--- src/rtl/sar_readout_pkg.sv ---
package sar_readout_pkg;
  typedef enum logic [1:0] {
    ST_IDLE,
    ST_CONV,
    ST_READ
  } ctrl_state_e;
endpackage

--- src/rtl/sar_pace_timer.sv ---
module sar_pace_timer #(
  parameter int STARTUP_CYCLES = 2000,
  parameter int PERIOD_W       = 16
) (
  input  logic                clk_i,
  input  logic                rst_ni,
  input  logic [PERIOD_W-1:0] period_i,
  input  logic                start_i,
  output logic                ready_o,
  output logic                due_o
);
  localparam int STW = $clog2(STARTUP_CYCLES + 1);

  logic [STW-1:0]      st_cnt_q;
  logic [PERIOD_W-1:0] per_cnt_q;

  assign ready_o = (st_cnt_q == STW'(STARTUP_CYCLES));
  assign due_o   = ({1'b0, per_cnt_q} + {{PERIOD_W{1'b0}}, 1'b1}) >= {1'b0, period_i};

  always_ff @(posedge clk_i or negedge rst_ni) begin
    if (!rst_ni) begin
      st_cnt_q <= '0;
    end else if (!ready_o) begin
      st_cnt_q <= st_cnt_q + 1'b1;
    end
  end

  // saturating so a long idle never wraps into a false "not due"
  always_ff @(posedge clk_i or negedge rst_ni) begin
    if (!rst_ni) begin
      per_cnt_q <= '0;
    end else if (start_i) begin
      per_cnt_q <= '0;
    end else if (per_cnt_q != '1) begin
      per_cnt_q <= per_cnt_q + 1'b1;
    end
  end

  p_start_after_ready_r1: assert property (@(posedge clk_i) disable iff (!rst_ni)
    start_i |-> ready_o && due_o);
endmodule

--- src/rtl/sar_serial_rx.sv ---
module sar_serial_rx #(
  parameter int DATA_W = 18
) (
  input  logic              clk_i,
  input  logic              rst_ni,
  input  logic              active_i,
  input  logic              sdo_i,
  output logic              sck_o,
  output logic              last_o,
  output logic [DATA_W-1:0] word_o
);
  localparam int EDGES = 2 * DATA_W;
  localparam int CW    = $clog2(EDGES);

  logic [CW-1:0]     edge_cnt_q;
  logic              sck_q;
  logic [DATA_W-1:0] sr_q;
  logic              capture;

  // edge 0: MSB before first rise; odd edges: falling, take next bit
  assign capture = active_i &&
                   ((edge_cnt_q == '0) || (edge_cnt_q[0] && (edge_cnt_q < CW'(EDGES - 2))));
  assign last_o  = active_i && (edge_cnt_q == CW'(EDGES - 1));
  assign sck_o   = sck_q;
  assign word_o  = sr_q;

  always_ff @(posedge clk_i or negedge rst_ni) begin
    if (!rst_ni) begin
      edge_cnt_q <= '0;
      sck_q      <= 1'b0;
    end else if (!active_i) begin
      edge_cnt_q <= '0;
      sck_q      <= 1'b0;
    end else begin
      edge_cnt_q <= edge_cnt_q + 1'b1;
      sck_q      <= ~sck_q;
    end
  end

  always_ff @(posedge clk_i or negedge rst_ni) begin
    if (!rst_ni) begin
      sr_q <= '0;
    end else if (capture) begin
      sr_q <= {sr_q[DATA_W-2:0], sdo_i};
    end
  end

  p_sck_idle_r6: assert property (@(posedge clk_i) disable iff (!rst_ni)
    !active_i |-> !sck_o);
  p_last_on_high_r6: assert property (@(posedge clk_i) disable iff (!rst_ni)
    last_o |-> sck_o);
endmodule

--- src/rtl/sar_readout_ctrl.sv ---
module sar_readout_ctrl
  import sar_readout_pkg::*;
#(
  parameter int DATA_W         = 18,
  parameter int PERIOD_W       = 16,
  parameter int STARTUP_CYCLES = 2000,
  parameter int CNV_CYCLES     = 2,
  parameter int TIMEOUT_CYCLES = 200,
  parameter int SYNC_STAGES    = 2
) (
  input  logic                clk_i,
  input  logic                rst_ni,
  input  logic [PERIOD_W-1:0] period_i,
  output logic                cnv_o,
  input  logic                busy_i,
  output logic                sck_o,
  input  logic                sdo_i,
  output logic                sdo_en_o,
  output logic [DATA_W-1:0]   data_o,
  output logic                valid_o,
  output logic                timeout_o
);
  localparam int TW = $clog2(TIMEOUT_CYCLES + 1);

  ctrl_state_e       state_q;
  logic [SYNC_STAGES-1:0] busy_sq;
  logic              busy_s;
  logic              seen_q;
  logic [TW-1:0]     tmo_cnt_q;
  logic              ready, due, start;
  logic              rx_last;
  logic [DATA_W-1:0] rx_word;
  logic [DATA_W-1:0] data_q;
  logic              valid_q, timeout_q;

  always_ff @(posedge clk_i or negedge rst_ni) begin
    if (!rst_ni) busy_sq <= '0;
    else         busy_sq <= {busy_sq[SYNC_STAGES-2:0], busy_i};
  end
  assign busy_s = busy_sq[SYNC_STAGES-1];

  assign start = (state_q == ST_IDLE) && ready && due && !busy_s;

  sar_pace_timer #(
    .STARTUP_CYCLES(STARTUP_CYCLES),
    .PERIOD_W      (PERIOD_W)
  ) u_pace (
    .clk_i   (clk_i),
    .rst_ni  (rst_ni),
    .period_i(period_i),
    .start_i (start),
    .ready_o (ready),
    .due_o   (due)
  );

  sar_serial_rx #(
    .DATA_W(DATA_W)
  ) u_rx (
    .clk_i   (clk_i),
    .rst_ni  (rst_ni),
    .active_i(state_q == ST_READ),
    .sdo_i   (sdo_i),
    .sck_o   (sck_o),
    .last_o  (rx_last),
    .word_o  (rx_word)
  );

  always_ff @(posedge clk_i or negedge rst_ni) begin
    if (!rst_ni) begin
      state_q   <= ST_IDLE;
      seen_q    <= 1'b0;
      tmo_cnt_q <= '0;
      data_q    <= '0;
      valid_q   <= 1'b0;
      timeout_q <= 1'b0;
    end else begin
      valid_q   <= 1'b0;
      timeout_q <= 1'b0;
      unique case (state_q)
        ST_IDLE: begin
          if (start) begin
            state_q   <= ST_CONV;
            seen_q    <= 1'b0;
            tmo_cnt_q <= '0;
          end
        end
        ST_CONV: begin
          tmo_cnt_q <= tmo_cnt_q + 1'b1;
          if (busy_s) seen_q <= 1'b1;
          if (seen_q && !busy_s) begin
            state_q <= ST_READ;
          end else if (tmo_cnt_q == TW'(TIMEOUT_CYCLES - 1)) begin
            state_q   <= ST_IDLE;
            timeout_q <= 1'b1;
          end
        end
        ST_READ: begin
          if (rx_last) begin
            state_q <= ST_IDLE;
            valid_q <= 1'b1;
            data_q  <= rx_word;
          end
        end
        default: state_q <= ST_IDLE;
      endcase
    end
  end

  assign cnv_o     = (state_q == ST_CONV) && (tmo_cnt_q < TW'(CNV_CYCLES));
  assign sdo_en_o  = (state_q == ST_READ);
  assign data_o    = data_q;
  assign valid_o   = valid_q;
  assign timeout_o = timeout_q;

  p_no_start_busy_r3: assert property (@(posedge clk_i) disable iff (!rst_ni)
    $rose(cnv_o) |-> !$past(busy_s));
  p_read_after_fall_r5: assert property (@(posedge clk_i) disable iff (!rst_ni)
    $rose(sdo_en_o) |-> !busy_s && $past(seen_q));
  p_sck_in_read_r6: assert property (@(posedge clk_i) disable iff (!rst_ni)
    sck_o |-> sdo_en_o);
  p_valid_pulse_r8: assert property (@(posedge clk_i) disable iff (!rst_ni)
    valid_o |=> !valid_o);
  p_hold_data_r8: assert property (@(posedge clk_i) disable iff (!rst_ni)
    !valid_o |-> $stable(data_o));
  p_tmo_no_read_r9: assert property (@(posedge clk_i) disable iff (!rst_ni)
    timeout_o |-> !valid_o && !sdo_en_o);
endmodule

--- config.mk ---
export PLATFORM = sky130hd
export DESIGN_NAME = sar_readout_ctrl
export DESIGN_NICKNAME = d
export VERILOG_FILES = /design/src/rtl/sar_readout_pkg.sv /design/src/rtl/sar_pace_timer.sv /design/src/rtl/sar_serial_rx.sv /design/src/rtl/sar_readout_ctrl.sv
export SDC_FILE = /design/constraint.sdc
export NUM_CORES = 1
export LEC_CHECK = 0
export CELL_PAD_IN_SITES_DETAIL_PLACEMENT = 0
export CELL_PAD_IN_SITES_GLOBAL_PLACEMENT = 1
export CORE_AREA = 2 2 95 97
export DETAILED_ROUTE_END_ITERATION = 10
export DIE_AREA = 0 0 97 99
export PLACE_DENSITY_LB_ADDON = 0.2
export SLEW_MARGIN = 25
export SYNTH_ARGS = -nofsm -noshare
export SYNTH_HDL_FRONTEND = slang
export SYNTH_SLANG_ARGS = --single-unit
--- constraint.sdc ---
create_clock -name clk_i -period 6.3 [get_ports clk_i]
set_clock_uncertainty 0.1 [all_clocks]
set_input_delay 0.63 -clock clk_i [delete_from_list [all_inputs] [get_ports clk_i]]
set_output_delay 0.63 -clock clk_i [all_outputs]
set_load 0.01 [all_outputs]
After elaboration in Yosys (flattened, before gate mapping)
Cells that the tools add are included.
Widths: inputs -> output; s select.
{"block": "word_totals", "regBits": 85, "output_inout_bits": 23}
{"block": "op_classes", "addsub": 5, "order_cmp": 3, "eq_ne": 10, "muxes": 19, "bitwise": 1, "reduce_logical": 18}
{"operator": "$mux 16", "count": 2}
{"operator": "$add 16x1->17 const B", "count": 1}
{"operator": "$ge 17x16->1", "count": 1}
{"operator": "$add 16x1->16 const B", "count": 1}
{"operator": "$ne 16x16->1 const B", "count": 1}
{"operator": "$pmux 8 s2", "count": 1}
{"operator": "$add 11x1->11 const B", "count": 1}
{"operator": "$eq 11x11->1 const B", "count": 1}
{"operator": "$add 8x1->8 const B", "count": 1}
{"operator": "$eq 8x8->1 const B", "count": 1}
{"operator": "$logic_and 1x1->1", "count": 8}
{"operator": "$lt 8x2->1 const B", "count": 1}
{"operator": "$mux 1", "count": 8}
{"operator": "$mux 2", "count": 4}
{"operator": "$mux 8", "count": 1}
{"operator": "$add 6x1->6 const B", "count": 1}
{"operator": "$eq 6x6->1 const B", "count": 1}
{"operator": "$logic_not 6->1", "count": 1}
{"operator": "$lt 6x6->1 const B", "count": 1}
{"operator": "$mux 6", "count": 1}
{"operator": "$ne 2x2->1 const B", "count": 3}
{"operator": "$pmux 2 s3", "count": 1}
{"operator": "$reduce_and 3->1", "count": 2}
{"operator": "$reduce_and 2->1", "count": 2}
{"operator": "9 further kinds", "count": 10}

Longest topological paths before layout
Gate-level depths: netlist of the first run.
{"block": "logic_depth", "ltp_word": 6, "ltp_mapped": 13, "mapped_depth_nobuf": 12}

By module
From an unflattened synthesis of the first run, not the netlist that was laid out.
{"block": "unflattened", "hier_cells": 361, "area_unflattened_um2": 4261.6}
{"mod": "sar_pace_timer", "n_inst": 1, "cells_each": 192, "area_each_um2": 1806.7, "seq_area_each_um2": 675.6}
{"mod": "sar_readout_ctrl", "n_inst": 1, "cells_each": 100, "area_each_um2": 1368.8, "seq_area_each_um2": 825.8}
{"mod": "sar_serial_rx", "n_inst": 1, "cells_each": 69, "area_each_um2": 1086.0, "seq_area_each_um2": 625.6}

Worst setup path after synthesis of the first run
No wires, ideal clock.
{"block": "synth_path", "kind": "flip-flop to flip-flop", "start": "register u_pace.per_cnt_q[0]", "end": "register u_pace.per_cnt_q[12]", "arrival_time_ns": 2.933, "required_ns": 6.114, "path_slack_ns": 3.181, "path_stages_with_launch": 14, "synth_period_minus_slack_ns": 3.119, "cell_sequence": "dfrtp_1 > ha_1 > nand3_2 > nor4_2 > nand3_1 > xnor2_1 > ha_1 > and3_1 > a221oi_1 > o21ai_0 > o21ai_0 > nand2_2 > buf_6 > nor3_1"}
{"block": "synth_via", "elab_chain_cells": 5, "word_cells_on_any_way": 9, "cone_classes": "add/sub (2); order compare (1); eq/ne (1); mux (2); reduce/logical (3)"}
{"element": "start: declaration", "line": "sar_pace_timer.sv:15", "source": "logic [PERIOD_W-1:0] per_cnt_q;"}
{"element": "start signal: assignment", "line": "sar_pace_timer.sv:35", "source": "per_cnt_q <= per_cnt_q + 1'b1;"}
{"element": "$add 16x1->17", "line": "sar_pace_timer.sv:18", "source": "assign due_o = ({1'b0, per_cnt_q} + {{PERIOD_W{1'b0}}, 1'b1}) >= {1'b0, period_i};"}
{"element": "$ge 17x16->1", "line": "sar_pace_timer.sv:18"}
{"element": "$logic_and 1x1->1 (2 in a row)", "line": "sar_readout_ctrl.sv:42", "source": "assign start = (state_q == ST_IDLE) && ready && due && !busy_s;"}
{"element": "$mux 16 or $reduce_bool 2->1 (tied branches)"}
Parallel ways exist; a longest one is shown, timed or not. The select of a mux whose other input is x is not followed.
A chain may end at the register's enable or synchronous reset.

Final worst setup path of the first run
{"block": "layout_path", "start": "register u_pace.per_cnt_q[0]", "end": "register state_q[0]"}
{"block": "layout_via", "elab_chain_cells": 6}
{"element": "$add 16x1->17", "line": "sar_pace_timer.sv:18"}
{"element": "$ge 17x16->1", "line": "sar_pace_timer.sv:18"}
{"element": "$logic_and 1x1->1 (2 in a row)", "line": "sar_readout_ctrl.sv:42"}
{"element": "$ne 2x2->1 (no source line)"}
{"element": "$reduce_and 3->1 (no source line)"}
{"element": "end signal: assignment", "line": "sar_readout_ctrl.sv:70", "source": "state_q <= ST_IDLE;"}
{"element": "end signal: assignment", "line": "sar_readout_ctrl.sv:82", "source": "state_q <= ST_CONV;"}
{"element": "end signal: assignment", "line": "sar_readout_ctrl.sv:91", "source": "state_q <= ST_READ;"}
{"element": "end: declaration", "line": "sar_readout_ctrl.sv:25", "source": "ctrl_state_e state_q;"}
No other way between the ends.

==> results of run 1 <==
metal layers:
metal / share of wire [%] / wire [um] / up-vias / global-route usage, %
li1: - / - / 1352 / -
met1: 49 / 3470 / 1338 / 21.4
met2: 47 / 3330 / 34 / 25.2
met3: 2.8 / 197 / 11 / 3.12
met4: 1.5 / 107 / 0 / 7.04
met5: 0 / 0 / - / 0
where the power goes:
group / leakage (nW) / switching [mW] / internal (mW)
combinational: 1.07 / 0.0169 / 0.0148
clock: 0.100 / 0.195 / 0.225
sequential: 1.10 / 0.000542 / 0.546
cell type report:
| class | instances | area, sq um | area share (%) |
|---|---|---|---|
| Clock buffer | 11 | 131 | 2.71 |
| Clock inverter | 5 | 83.8 | 1.73 |
| Inverter | 22 | 82.6 | 1.70 |
| Multi-Input combinational cell | 253 | 1870 | 38.5 |
| Sequential cell | 85 | 2130 | 43.9 |
| Tap cell | 108 | 135 | 2.79 |
| Timing Repair Buffer | 42 | 422 | 8.69 |
cell families after synthesis:
logic type               share of synthesized area (%)
AO/OA/AOI/OAI                                     5.55
XOR/XNOR                                          6.16
buffers and inverters                             3.10
multiplexers                                      10.3
AND/OR/NAND/NOR                                   16.6
adder cells (fa/ha/maj)                           6.68
flip-flops                                        51.6
through the flow:
step | util (%) | area, sq um
after floorplan | - | 4120
after global placement | 54.2 | 4630
after detailed placement | 54.2 | 4630
after CTS | 56.7 | 4850
after global routing | 56.7 | 4850
final | 56.7 | 4850
registers in the layout, indices dropped and copies added (netlist names), 2 cells and up:
| signal | cells |
|---|---|
| state_q | 2 |
| busy_sq | 2 |
| u_pace.st_cnt_q | 11 |
| u_rx.word_o | 18 |
| u_rx.edge_cnt_q | 6 |
| tmo_cnt_q | 8 |
| data_o | 18 |
| u_pace.per_cnt_q | 16 |
path summary, 6_finish.rpt:
path | to | slack, ns | depth (start not counted)
max | state_q[0] | 2.51 | 12
min | u_rx.edge_cnt_q[3] | 0.22 | 1
max reg2reg | state_q[0] | 2.51 | 12
min reg2reg | busy_sq[1] | 0.26 | 0
max in group asynchronous | u_pace.st_cnt_q[2] | 5.35 | 1
min in group clk_i | busy_sq[1] | 0.26 | 0
Yosys cell counts (2+ instances only):
master	instances
nor2b_1	3
o21ai_1	3
and3_1	3
nand4_1	5
a21oi_1	6
or3_1	4
dfrtp_1	85
xnor2_1	20
and2_1	2
nor2_2	2
nand3_1	25
a21o_1	3
o21ba_2	3
nand2b_1	6
inv_1	22
nand2_1	27
o21ai_0	5
ha_1	22
o211ai_2	3
nor2_1	37
clkbuf_1	3
mux2_2	37
and4_1	3
nor3_1	8
buf_2	3
xor2_1	9
worst reg2reg max path: cells and delay by family (launching register included):
family / cells / cell delay, ns
XOR/XNOR: 1 / 0.21
AND/OR/NAND/NOR: 5 / 1.38
adder cells (fa/ha/maj): 2 / 0.52
AO/OA/AOI/OAI: 4 / 1.04
flip-flops: 1 / 0.45
==> impl_results.md, run 1 <==
- Status: finished, final reports clean
- Least-Margin Pin Slew: 0.932 ns
- Critical Path AT: between 3 and 4 ns
- Die Height: 99 um
- Commonest cells after routing, fill and taps aside: 85 x dfrtp_1, 41 x clkdlybuf4s50_1, 37 x nor2_1, 37 x mux2_2, 27 x nand2_1
- Num rows: 34
- I/O Buffers: 42
- Vias in the first global route: between 2k and 3k
- Avg Synthesized Cell Area: between 10 and 15 sq um
- Static leakage: between 2 and 2.5 nW
- Critical path class: reg2reg
- Synth Instances: 368
- CTS sink cnt: 85
- WL final: 7.11 mm
- RePlAce Congestion: approximately 0.8
- Syn_nets: 410
- Final Cycle Share: between 60% and 70%
- Number of gates resized after cts: 0
- Root buf cell: clkbuf_8
- Synth-to-Final Area Change: 17.6%
- Final Max Tran Viols: 0
- Drt wl/cell: between 10 and 15 um
- # IOs: 43
- Crit path from: u_pace.per_cnt_q[0]
- DRT antenna net count: 0
- Final Critical Period: 3.79 ns
- Bufs on Longest Clock Path: 2
- First-pass iteration count of the detailed router: 4
- PwrDens: 206 nW/um^2
- Via density: approximately 5.2
- Antenna diode count: 0
- First DRT Iteration DRCs: 94
- Remaining DRCs: 0
- Post-Layout Cell Count: about 530
- Worst Path Buf+Inv: 0
- Cell family with most CP delay: simple AND/OR/NAND/NOR gates
- Slew HR: ~38%
- Most common flop cell mapped by yosys: dfrtp_1
- Post-DP HPWL: 4.94 mm
- Final Hold Viols: 0
- Cell taking the most area after synthesis: dfrtp_1
- GRT overflow: 0
- Final Net Count: roughly 460
- First-pass GRT wire length: 12.6 mm
- CP max FO: 25
- GRT Total Usage: 15.9%
- Mapped cell area: slightly above 4000 sq um
- Die X-Extent: just under 100 um
- H-tree Lvls: 3
- Syn. warnings: 0
- Post-Place Worst Slack: between 2 and 2.5 ns
- Fmax: 264 MHz
- Asr flop ratio synth: 100%
- Initial Util: between 40% and 50%
- Commonest non-fill, non-tap cell in the layout: dfrtp_1
- RR Startpoint: u_pace.per_cnt_q[0]
- Post-CTS Setup Bufs: 0
- Post-synth EDFFs: 0
- Hold slack: roughly 0.22 ns
- Worst Path Required: 6.44 ns
- Setup crit end kind: register
- Num CTS Buffers: 9
- Max-cap violations: 0
- Fillers: roughly 760
- HP Class: in2async
- Placed cells: 510
- Setup WS post-layout: around 2.5 ns
- Clock-pin transition on the worst setup and hold timing paths: around 0.08 ns
- Total power: about 1 mW
- Worst path cell trace: ha_1, nand3_2, nor4_2, nand3_1, xnor2_1, ha_1, and3_1, a221oi_1, o21ai_0, o21ai_0, nand2_2, a31o_2
- Critical-path top delay cell: nor4_2
- Area share of the largest cell type after synthesis: around half
- Seq/Total Area, Yosys: between 50% and 60%
- Max incr delay on CP: 0.53 ns
- Die ar.: approximately 9600 sq um
- # hold bufs at CTS: 0
- TritonCTS clock tree: done
- Worst-Skew Late Latency: roughly 0.35 ns
- Flops & latches, synth: 85
- Setup repair after global routing missed its margin: false
- Area contributors post-synth: dfrtp_1 52%, mux2_2 10%, ha_1 6.7%, xnor2_1 4.2%, nor2_1 3.4%
- Share of layout cells above drive strength 1: 16.3%
- Count of cell types in the netlist: between 40 and 50
- Startpoint types: register
- Core Box Area: between 8000 and 9000 sq um
- Setup Viol. Count Final: 0
- Setup tns final: 0 ns
- Initial antenna violation count: 0
- Via Count: approximately 2.7k
- Maximum VDD drop: around 0.00011 V
- Largest net degree at the start of global routing: between 80 and 90
(Power assumes the default switching activity.)
==> inputs of run 2 (changes only) <==
--- a/config.mk
+++ b/config.mk
@@ -7,9 +7,9 @@
 export LEC_CHECK = 0
 export CELL_PAD_IN_SITES_DETAIL_PLACEMENT = 0
 export CELL_PAD_IN_SITES_GLOBAL_PLACEMENT = 1
-export CORE_AREA = 2 2 95 97
+export CORE_AREA = 2 2 104 106
 export DETAILED_ROUTE_END_ITERATION = 10
-export DIE_AREA = 0 0 97 99
+export DIE_AREA = 0 0 106 108
 export PLACE_DENSITY_LB_ADDON = 0.2
 export SLEW_MARGIN = 25
 export SYNTH_ARGS = -nofsm -noshare
==> constraint.sdc (replaced) <==
create_clock -name clk_i -period 3.3 [get_ports clk_i]
set_clock_uncertainty 0.1 [all_clocks]
set_input_delay 0.33 -clock clk_i [delete_from_list [all_inputs] [get_ports clk_i]]
set_output_delay 0.33 -clock clk_i [all_outputs]
set_load 0.01 [all_outputs]
==> run 2 against run 1 <==
Effect of this change: via count rose by 2.4%; global-route usage is 0.87 points lower; core utilization is 7.2 points lower; wire length up 10%; final cell count is 8.7% higher; largest cell class unchanged.
==> impl_results.md, run 2 (same netlist as run 1, synthesis figures left out) <==
- Status: finished, final reports clean
- Worst hold path depth: 0
- Setup crit end kind: register
- Total power: around 1.9 mW
- Fillers: 947
- # IOs: between 40 and 50
- Reg2reg end: state_q[0]
- Max incr delay on CP: 0.39 ns
- Core Box Area: around 10,000 sq um
- Commonest non-fill, non-tap cell in the layout: dfrtp_1
- Initial antenna violation count: 0
- Final Max Tran Viols: 0
- Root buf cell: clkbuf_8
- Slew HR: about half
- Setup repair after global routing missed its margin: false
- Final Util: 49.5%
- Via density: between 4 and 5
- Num rows: 37
- Cell count of the worst reg-to-reg path: 13
- Final Cycle Share: approximately 93%
- Hold endpoint: busy_sq[1]
- Vias in the first global route: between 2k and 3k
- Post-Layout Cell Count: between 500 and 600
- Die ar.: ~11,000 sq um
- Most frequent CP cell: nand4_1
- GRT overflow: 0
- Num CTS Buffers: 9
- Commonest cells after routing, fill and taps aside: 85 x dfrtp_1, 41 x clkdlybuf4s50_1, 37 x nor2_1, 37 x mux2_2, 27 x nand2_1
- CTS sink cnt: 85
- Share of layout cells above drive strength 1: a little over a fifth
- Setup tns final: 0 ns
- Worst-Skew Late Latency: between 0.3 and 0.4 ns
- Worst Min Path Start: busy_sq[0]
- Maximum VDD drop: 0.000238 V
- RR Startpoint: u_pace.per_cnt_q[3]
- Post-DP HPWL: approximately 5.3 mm
- I/O Buffers: 42
- Antenna diode count: 0
- Worst Path Required: around 3.4 ns
- TritonCTS clock tree: done
- Critical-path top delay cell: dfrtp_1
- Drt wl/cell: around 14 um
- PwrDens: between 300 and 400 nW/um^2
- First-pass GRT wire length: ~14 mm
- First-pass iteration count of the detailed router: 4
- Post-Place Worst Slack: between 0.04 and 0.05 ns
- Static leakage: 2.39 nW
- HP Class: reg2reg
- Busiest layer in global routing: met2
- Least-Margin Pin Slew: just under 0.8 ns
- Via Count: roughly 2.8k
- Initial Util: between 40% and 50%
- WL final: a little under 8 mm
- Met2 Use GR: between 20% and 30%
- Final Net Count: about 470
- Setup WS post-layout: 0.243 ns
- Startpoint types: register
- GRT Total Usage: 15.0%
- Remaining DRCs: 0
- Fmax: 327 MHz
- CP max FO: 9
- Worst path cell trace: and4_1, nand4_1, nor3_2, nand4_1, xnor2_2, ha_1, and3_1, a221oi_2, o21ai_0, o21ai_1, nand2_2, buf_6, a31o_2
- Bufs on Longest Clock Path: 2
- RePlAce Congestion: 0.784
- Final Critical Period: 3.06 ns
- Max-cap violations: 0
- Final Hold Viols: 0
- Die Height: 108 um
- Crit path from: u_pace.per_cnt_q[3]
- H-tree Lvls: 3
- Clock-pin transition on the worst setup and hold timing paths: 0.09 ns
- Setup Viol. Count Final: 0
- Die X-Extent: roughly 110 um
- R2R Setup Slk: approximately 0.24 ns
- Met3 GRT Util: around 3.7%
- Met1 usage: 19.7%
- Placed cells: about 550
- First DRT Iteration DRCs: 95
- Critical Path AT: around 3.2 ns
- Synth-to-Final Area Change: 22.9%
- Largest net degree at the start of global routing: 86
- DRT antenna net count: 0
- Critical path class: reg2reg
[run 2: cell types whose count changed in the layout (fill, tap and decap cells not counted), moves of 2 or more]
| cell | delta |
|---|---|
| xnor2_2 | +2 |
| xnor2_1 | -2 |
| buf_4 | +15 |
| clkinv_4 | +3 |
[run 2: metal layers]
metal  share of wire (%)  up-vias
li1                    -     1386
met1                  50     1371
met2                  45       37
met3                 3.7        7
met4                 1.5        0
met5                   0        -
[run 2: where the power goes]
part           switching, mW  internal [mW]  leakage (nW)
sequential           0.00127           1.04          1.10
combinational         0.0338         0.0295          1.19
clock                  0.399          0.357        0.0971
[run 2: worst max-delay path: cells and delay by family, from the launching register on]
| family | cells | cell delay, ns |
|---|---|---|
| simple gates | 6 | 1.04 |
| compound gates | 4 | 0.76 |
| fa+ha+maj | 1 | 0.31 |
| xor+xnor | 1 | 0.19 |
| buf+inv | 1 | 0.17 |
| flops | 1 | 0.39 |
[run 2: worst max-delay path by stage]
stage                                      end  slack (ns)  depth (start not counted)
after CTS                           state_q[0]       0.009                         13
after floorplan           u_pace.per_cnt_q[12]        0.18                         13
after global routing                state_q[0]        0.01                         13
final                               state_q[0]        0.24                         13
after detailed placement            state_q[0]        0.04                         13
after global placement              state_q[0]        0.13                         13
[run 2: layout make-up]
type                    instances  area (sq um)  area share [%]
multi-input cells             253          1910            37.7
clock inverters                 6          72.6            1.43
inverters                      22          82.6            1.63
flip-flops and latches         85          2130            42.0
well taps                     136           170            3.36
clock buffers                  10           128            2.52
repair buffers                 60           576            11.4
[run 2: metrics by stage]
stage	hold slack, ns	instance area [sq um]
4_1_cts	0.306	5000
2_1_floorplan	-0.0656	4120
3_3_place_gp	0.291	4780
6_report	0.301	5070
5_1_grt	0.293	5070
3_5_place_dp	0.292	4790
[run 2: what timing repair did]
action / CTS / global route
endpoints found under the hold margin: 85 / 0
endpoints found under the setup margin: 0 / 26
resized for setup: 0 / 8
setup buffers: 0 / 3
hold buffers: 1 / 0
